## config.mk

```make
export PLATFORM = sky130hd
export DESIGN_NAME = wkup_aggr
export DESIGN_NICKNAME = d
export VERILOG_FILES = /design/src/rtl/wkup_pkg.sv /design/src/rtl/wkup_sync.sv /design/src/rtl/wkup_edge.sv /design/src/rtl/wkup_pend.sv /design/src/rtl/wkup_grp.sv /design/src/rtl/wkup_aggr.sv
export SDC_FILE = /design/constraint.sdc
export NUM_CORES = 1
export LEC_CHECK = 0
export BUFFER_PORTS_ARGS = -buffer_cell sky130_fd_sc_hd__buf_2
export CORE_MARGIN = 8
export CORE_UTILIZATION = 42
export DETAILED_ROUTE_END_ITERATION = 12
export GPL_TIMING_DRIVEN = 0
export PLACE_DENSITY = 0.81
export REMOVE_ABC_BUFFERS = 1
export SLEW_MARGIN = 10
export SYNTH_ARGS = -nofsm -noshare
export SYNTH_HDL_FRONTEND = slang
export SYNTH_SLANG_ARGS = --single-unit
```

## constraint.sdc

```tcl
create_clock -name clk -period 1.6 [get_ports clk]
set_clock_uncertainty 0.1 [all_clocks]
set_input_delay 0.16 -clock clk [delete_from_list [all_inputs] [get_ports clk]]
set_output_delay 0.16 -clock clk [all_outputs]
set_load 0.02 [all_outputs]
```

## src/rtl/wkup_pkg.sv

```systemverilog
package wkup_pkg;

    localparam int unsigned WK_LINES     = 32;
    localparam int unsigned WK_GRP_W     = 8;
    localparam int unsigned WK_SYNC_LEN  = 2;
    localparam int unsigned WK_RTC_IDX   = 30;
    localparam int unsigned WK_USB_IDX   = 31;

    typedef enum logic {
        EDGE_FALL = 1'b0,
        EDGE_RISE = 1'b1
    } edge_pol_e;

    typedef struct packed {
        logic      en;
        edge_pol_e pol;
    } line_cfg_t;

    typedef struct packed {
        logic now;
        logic prev;
    } line_smp_t;

    // Qualified edge for one line: enabled and of the chosen polarity.
    function automatic logic edge_hit(line_cfg_t c, line_smp_t s);
        logic rose;
        logic dropped;
        rose    = s.now & ~s.prev;
        dropped = ~s.now & s.prev;
        return c.en & ((c.pol == EDGE_RISE) ? rose : dropped);
    endfunction

endpackage

```

## src/rtl/wkup_sync.sv

```systemverilog
module wkup_sync #(
    parameter int unsigned W      = 32,
    parameter int unsigned STAGES = 2
) (
    input  logic         clk,
    input  logic         rst,
    input  logic [W-1:0] d_i,
    output logic [W-1:0] q_o
);
    logic [W-1:0] stage_q [STAGES];

    always_ff @(posedge clk) begin
        if (rst) begin
            for (int s = 0; s < STAGES; s++) stage_q[s] <= '0;
        end else begin
            stage_q[0] <= d_i;
            for (int s = 1; s < STAGES; s++) stage_q[s] <= stage_q[s-1];
        end
    end

    assign q_o = stage_q[STAGES-1];
endmodule

```

## src/rtl/wkup_edge.sv

```systemverilog
module wkup_edge
    import wkup_pkg::*;
#(
    parameter int unsigned W = 32
) (
    input  logic         clk,
    input  logic         rst,
    input  logic [W-1:0] lvl_i,
    input  logic [W-1:0] en_i,
    input  logic [W-1:0] rise_sel_i,
    output logic [W-1:0] hit_o
);
    logic [W-1:0] prev_q;

    always_ff @(posedge clk) begin
        if (rst) prev_q <= '0;
        else     prev_q <= lvl_i;
    end

    for (genvar i = 0; i < W; i++) begin : g_line
        line_cfg_t cfg;
        line_smp_t smp;
        assign cfg = '{en: en_i[i], pol: edge_pol_e'(rise_sel_i[i])};
        assign smp = '{now: lvl_i[i], prev: prev_q[i]};
        assign hit_o[i] = edge_hit(cfg, smp);
    end
endmodule

```

## src/rtl/wkup_pend.sv

```systemverilog
module wkup_pend #(
    parameter int unsigned W = 32
) (
    input  logic         clk,
    input  logic         rst,
    input  logic [W-1:0] hit_i,
    input  logic [W-1:0] trig_i,
    input  logic [W-1:0] clr_i,
    output logic [W-1:0] pend_o
);
    logic [W-1:0] set_vec;
    logic [W-1:0] pend_q;

    assign set_vec = hit_i | trig_i;

    always_ff @(posedge clk) begin
        if (rst) pend_q <= '0;
        else     pend_q <= (pend_q & ~clr_i) | set_vec;
    end

    assign pend_o = pend_q;

    // every bit that was set in the previous cycle is pending now
    p_set_wins_r6: assert property (@(posedge clk) disable iff (rst)
        (set_vec != '0) |=> ((pend_q & $past(set_vec)) == $past(set_vec)));

    // a clear with no competing set empties the bit
    p_clear_r4: assert property (@(posedge clk) disable iff (rst)
        ((clr_i & ~set_vec) != '0) |=> ((pend_q & $past(clr_i & ~set_vec)) == '0));

    // untouched bits keep their value
    p_hold_r5: assert property (@(posedge clk) disable iff (rst)
        1'b1 |=> (((pend_q ^ $past(pend_q)) & ~$past(clr_i | set_vec)) == '0));
endmodule

```

## src/rtl/wkup_grp.sv

```systemverilog
module wkup_grp #(
    parameter int unsigned W  = 32,
    parameter int unsigned GW = 8
) (
    input  logic [W-1:0]      pend_i,
    output logic [W/GW-1:0]   grp_o,
    output logic              any_o
);
    localparam int unsigned NG = W / GW;

    for (genvar g = 0; g < NG; g++) begin : g_grp
        assign grp_o[g] = |pend_i[g*GW +: GW];
    end

    assign any_o = |pend_i;
endmodule

```

## src/rtl/wkup_aggr.sv

```systemverilog
module wkup_aggr
    import wkup_pkg::*;
#(
    parameter int unsigned NUM_SRC     = WK_LINES,
    parameter int unsigned GRP_W       = WK_GRP_W,
    parameter int unsigned SYNC_STAGES = WK_SYNC_LEN
) (
    input  logic                       clk,
    input  logic                       rst,
    input  logic [NUM_SRC-1:0]         src_i,
    input  logic [NUM_SRC-1:0]         line_en_i,
    input  logic [NUM_SRC-1:0]         rise_sel_i,
    input  logic [NUM_SRC-1:0]         clr_i,
    input  logic [NUM_SRC-1:0]         swtrig_i,
    output logic [NUM_SRC-1:0]         pend_o,
    output logic                       irq_any_o,
    output logic [NUM_SRC/GRP_W-1:0]   irq_grp_o,
    output logic                       wake_req_o
);
    localparam int unsigned NUM_GRP = NUM_SRC / GRP_W;

    logic [NUM_SRC-1:0] lvl_s;
    logic [NUM_SRC-1:0] hit_s;
    logic [NUM_GRP-1:0] grp_s;

    wkup_sync #(.W(NUM_SRC), .STAGES(SYNC_STAGES)) u_sync (
        .clk (clk),
        .rst (rst),
        .d_i (src_i),
        .q_o (lvl_s)
    );

    wkup_edge #(.W(NUM_SRC)) u_edge (
        .clk        (clk),
        .rst        (rst),
        .lvl_i      (lvl_s),
        .en_i       (line_en_i),
        .rise_sel_i (rise_sel_i),
        .hit_o      (hit_s)
    );

    wkup_pend #(.W(NUM_SRC)) u_pend (
        .clk    (clk),
        .rst    (rst),
        .hit_i  (hit_s),
        .trig_i (swtrig_i),
        .clr_i  (clr_i),
        .pend_o (pend_o)
    );

    wkup_grp #(.W(NUM_SRC), .GW(GRP_W)) u_grp (
        .pend_i (pend_o),
        .grp_o  (grp_s),
        .any_o  (irq_any_o)
    );

    assign irq_grp_o  = grp_s;
    // Wake request built from the group lines, independent of the full OR.
    assign wake_req_o = |grp_s;

    // wake request agrees with the full OR
    p_wake_any_r10: assert property (@(posedge clk) disable iff (rst)
        wake_req_o == irq_any_o);

    // a single pending bit lights exactly one group line
    p_one_grp_r8: assert property (@(posedge clk) disable iff (rst)
        ($countones(pend_o) == 1) |-> ($countones(irq_grp_o) == 1));

    // no pending bit means all interrupt outputs are quiet
    p_quiet_r9: assert property (@(posedge clk) disable iff (rst)
        (pend_o == '0) |-> (!irq_any_o && (irq_grp_o == '0)));
endmodule

```

After elaboration in Yosys (flattened, before gate mapping)
Memory sizes are Yosys's and may differ from the RTL's.
Cells that the tools add are included.
Word-level totals
  register bits after elaboration: 64
  bits in writable memories: 64
  input port bits: 162
  output and inout bits: 38
  logic and storage cells: 211
  memories: 1
Cells by class
  muxes and demuxes: 37
  bitwise operators: 166
  reductions and logical operators: 5
Memories
  u_sync.stage_q: depth 2, width 32, read ports 2, clocked after Yosys merged registers in 0, wr ports 2, line wkup_sync.sv:10  | logic [W-1:0] stage_q [STAGES];
Operators with widths (count)
  $and A1 B1 Y1: 96
  $mux W32: 2
  $not A1 Y1: 64
  $or A32 B32 Y32: 2
  $mux W1: 35
  $and A32 B32 Y32: 1
  $not A32 Y32: 1
  $reduce_or A32 Y1: 1
  $reduce_or A8 Y1: 4
  $or A1 B1 Y1: 2

Depth between registers and ports, before layout
  word-level depth: 6
  mapped depth: 4
  depth with buffers taken out: 3

Hierarchy
From an unflattened synthesis, not the netlist that was laid out.
Second synthesis, totals
  cells, all modules: 475
  area, all modules: 5017.3 um^2
Modules (own cells, without submodules)
  wkup_sync: instances 1, cells an instance 167, area an instance 2158.3 um^2, seq. area each 1281.2 um^2
  wkup_edge: instances 1, cells an instance 163, area an instance 1624.1 um^2, seq. area each 640.6 um^2
  wkup_pend: instances 1, cells an instance 131, area an instance 1154.9 um^2, seq. area each 640.6 um^2
  wkup_grp: instances 1, cells an instance 13, area an instance 72.6 um^2, seq. area each 0.0 um^2
  wkup_aggr: instances 1, cells an instance 1, area an instance 7.5 um^2, seq. area each 0.0 um^2

Worst setup path after synthesis
OpenSTA, ideal clock, no wires.
  path type: flip-flop to output port
  start point: register u_pend.pend_q[15], in the netlist u_pend.pend_o[15]
  end point: output port wake_req_o
  arrival time: 1.734 ns
  data required time: 1.340 ns
  path slack: -0.394 ns
  stages on the path, launching flop included: 5
  path buffers: 1
  cells stage by stage: dfxtp_1 nor4_1 nand2_1 or4_1 buf_4
On the way
  longest elaborated chain between the ends: 1
RTL lines
  start: declaration: line wkup_pend.sv:12  | logic [W-1:0] pend_q;
  start signal: assignment: line wkup_pend.sv:18  | else pend_q <= (pend_q & ~clr_i) | set_vec;
  $reduce_or A32 Y1
  end: declaration: line wkup_aggr.sv:18  | output logic wake_req_o
No other way between the ends.

Worst setup path after layout
  start point: register u_pend.pend_q[12], in the netlist u_pend.pend_o[12]
  end point: output port irq_any_o
On the way
  longest elaborated chain between the ends: 1
RTL lines
  $reduce_or A32 Y1: line wkup_grp.sv:15  | assign any_o = |pend_i;
  end: declaration: line wkup_aggr.sv:16  | output logic irq_any_o,
No other way between the ends.

==> results summary <==
The width of the die came out at 119 um. The starting density of the core came out at 0.430. The sum of negative setup slack came out at -2180 ps.

The minimum setup slack among reg-to-reg paths came out at 20 ps. For this block, the via count after detailed routing is 4677. The final non-filler cell total came out at 965. Synthesis instantiated 13 different standard cells from the library. Setup repair after global routing could not meet its margin everywhere. STA puts the critical path data required time at 1340 ps. After filler insertion, the fill cell instance count of the layout stands at 631. Across the run, the number of max-cap violations was 0. The sum of overflow across all layers after global routing came out at 0.

The initial detailed-routing violation count is 243. The CTS tree is built. The buffer type at the clock tree root is sky130_fd_sc_hd__clkbuf_8. The number of buffers inserted during clock tree synthesis came out at 17. The clock passes through at most 2 buffers. The routed wire length came out at 16.9 mm.

The overall power of the completed layout is 8.47 mW. The critical path is of the reg2out type. Compared with the post-synthesis result, the final layout area differs by 81.7%. The largest net degree at the start of global routing came out at 69. The placed cell count is 765. The final max-slew violation count came out at 0. The cell at the slowest stage of the critical path is sky130_fd_sc_hd__or4_4. The sequential share of the synthesized area is 0.580. The number of antenna violations at the first check in global routing came out at 7. The number of I/O port buffers came out at 199. The sequential cell area in the final layout came out at 2580 um^2. The run finished, with violations left.

The maximum net fanout on the critical path came out at 2. The share of cells above drive strength 1 came out at 0.339. Across the VDD grid, the largest voltage drop is 725 uV. The startpoint class of the critical path is a flip-flop. For this run, the total global-route usage over all layers was measured as 0.230. The largest single stage delay on the critical path is 570 ps. At the pin with the least slew margin, the transition time is 639 ps. The count of nets after finishing is 971. The routability congestion estimate is 0.828. The die area is 14100 um^2. The post-detailed-route count of antenna-violating nets is 0.

The setup slack of the critical path after layout came out at -639 ps. The core region is 10300 um^2. The hold violation count in the final report came to 4. Power spread over the standard cell area amounts to 1050 nW/um^2. The placed instances occupy a cell area of 5550 um^2. Data on the critical path arrives at its endpoint at 1980 ps. The die is 119 um tall.

The DRC violation count after routing is 0. The average wire per standard cell is 17.5 um. The via density per instance came out at 4.85. The clock input transition at the sequential cells of the worst setup and hold paths came out at 60 ps. The boundary pin count came out at 200. The count of H-tree levels built during CTS came out at 4. The site row count is 37. The finished cells cover 8030 um^2. The type of the tightest min-delay check is in2reg. The number of global-route vias before repair is 5164. The leakage power summed over all cells came out at 3.63 nW. The final reports fail on negative hold slack, negative setup slack. The HPWL after detailed placement is 8.65 mm. The final-layout worst hold slack came out at -37.3 ps. After synthesis the cells add up to 4420 um^2.

The signal on the critical path passes through nor4_4 -> nand2_2 -> or4_4 -> buf_6. Yosys printed 0 warnings. On the critical path the largest part of the delay comes from simple AND/OR/NAND/NOR gates. The length of the first detailed-routing pass in iterations came out at 4.

Synthesis handed over a netlist of 444 instances. The mean area per synthesized cell is 9.96 um^2. The final count of negative-setup-slack endpoints came out at 6. The combined buffer and inverter count along the critical path is 1.

The first-pass GRT wire length is 25.6 mm. The post-route clock period utilization is 1.40. The shortest clock period the worst path allows after layout is 2240 ps. The highest clock rate came out at 0.447 GHz. In this run the tightest slew margin relative to its limit is 0.574. The area of combinational cells with multiple inputs is 1850 um^2. The clock net sink count is 128. The synthesized design contains 128 register bits.

The worst setup path is captured at a primary output. The later pin in the worst-skew pair is clocked with a latency of 510 ps.
power breakdown:
| group | switching [mW] | internal [mW] | total, mW |
|---|---|---|---|
| sequential | 0.119 | 3.35 | 3.47 |
| combinational | 0.406 | 0.591 | 0.997 |
| clock | 1.46 | 2.55 | 4.01 |
| total | 1.98 | 6.49 | 8.47 |
timing repair:
item                                   4_1_cts  5_1_grt
hold buffers                               159        0
setup buffers                               10        1
endpoints found under the hold margin       64        0
pin swaps                                   10        7
setup endpoints to repair                    6       23
gates resized for setup                     26       48
worst min-delay path, stage by stage:
cell and delay [ps]:
sky130_fd_sc_hd__buf_2 100, sky130_fd_sc_hd__nor3b_2 50, sky130_fd_sc_hd__o21ai_1 120, sky130_fd_sc_hd__a21oi_1 90
area by class of cell:
| class | count | share of cell area |
|---|---|---|
| Clock inverter | 15 | 0.0257 |
| Multi-Input combinational cell | 269 | 0.231 |
| Inverter | 32 | 0.0150 |
| Timing Repair Buffer | 361 | 0.332 |
| Clock buffer | 17 | 0.0516 |
| Tap cell | 136 | 0.0212 |
| Sequential cell | 128 | 0.321 |
| Antenna cell | 7 | 0.00218 |
registers in the layout, indices dropped and copies added, names as in the netlist:
| register | count |
|---|---|
| u_edge.prev_q | 32 |
| u_pend.pend_o | 32 |
| u_sync.stage_q | 64 |
layout by cell type, fill, tap and decap left out, types with 2 or more instances in the layout:
cell	instances
sky130_fd_sc_hd__buf_2	192
sky130_fd_sc_hd__dlygate4sd3_1	153
sky130_fd_sc_hd__dfxtp_1	116
sky130_fd_sc_hd__nor2b_1	96
sky130_fd_sc_hd__a21oi_1	62
sky130_fd_sc_hd__inv_1	32
sky130_fd_sc_hd__and3b_1	32
sky130_fd_sc_hd__nor3b_1	21
sky130_fd_sc_hd__o21ai_0	20
sky130_fd_sc_hd__clkbuf_16	16
sky130_fd_sc_hd__o21ai_1	11
sky130_fd_sc_hd__dfxtp_2	11
sky130_fd_sc_hd__nor3b_2	10
sky130_fd_sc_hd__buf_6	10
sky130_fd_sc_hd__diode_2	7
sky130_fd_sc_hd__nor4_4	5
sky130_fd_sc_hd__buf_4	5
sky130_fd_sc_hd__nand2_2	4
sky130_fd_sc_hd__inv_6	4
sky130_fd_sc_hd__bufinv_16	4
sky130_fd_sc_hd__nor4_2	3
sky130_fd_sc_hd__clkinv_4	3
sky130_fd_sc_hd__a21oi_2	2
sky130_fd_sc_hd__clkinvlp_4	2
sky130_fd_sc_hd__clkinv_2	2
final timing paths:
path                               from                    end  cells past startpoint
setup reg to reg  u_sync.stage_q[0][52]      u_pend.pend_o[20]                      4
hold reg to reg   u_sync.stage_q[0][11]  u_sync.stage_q[0][43]                      1
hold / removal           rise_sel_i[24]      u_pend.pend_o[24]                      4
setup / recovery      u_pend.pend_o[12]              irq_any_o                      4
routing by layer:
metal	routed length, um	vias to the layer above	share of wire	track usage
li1	-	2224	-	-
met1	5720	2155	0.34	0.201
met2	9300	218	0.55	0.440
met3	841	80	0.050	0.0628
met4	1000	0	0.059	0.164
met5	0	-	0	0
synthesized netlist by cell type:
master,count,area [um^2]
sky130_fd_sc_hd__dfxtp_1,128,2560
sky130_fd_sc_hd__nor2b_1,96,601
sky130_fd_sc_hd__a21oi_1,64,320
sky130_fd_sc_hd__and3b_1,32,280
sky130_fd_sc_hd__inv_1,32,120
sky130_fd_sc_hd__nor3b_1,32,240
sky130_fd_sc_hd__o21ai_0,32,160
sky130_fd_sc_hd__clkbuf_1,11,41.3
sky130_fd_sc_hd__nor4_1,8,50.1
sky130_fd_sc_hd__nand2_1,4,15.0
sky130_fd_sc_hd__buf_2,3,15.0
sky130_fd_sc_hd__buf_4,1,7.51
sky130_fd_sc_hd__or4_1,1,7.51
cell families after synthesis:
logic type | count (synthesis) | synth area share
flops | 128 | 0.580
compound gates | 96 | 0.109
buf+inv | 47 | 0.0416
simple gates | 173 | 0.270
per-stage QoR:
stage / setup WS [ps] / util
after floorplan: -258 / -
after global placement: -572 / 0.537
after detailed placement: -417 / 0.540
after CTS: -673 / 0.770
after global routing: -732 / 0.782
final: -639 / 0.782
(Power assumes the default switching activity.)
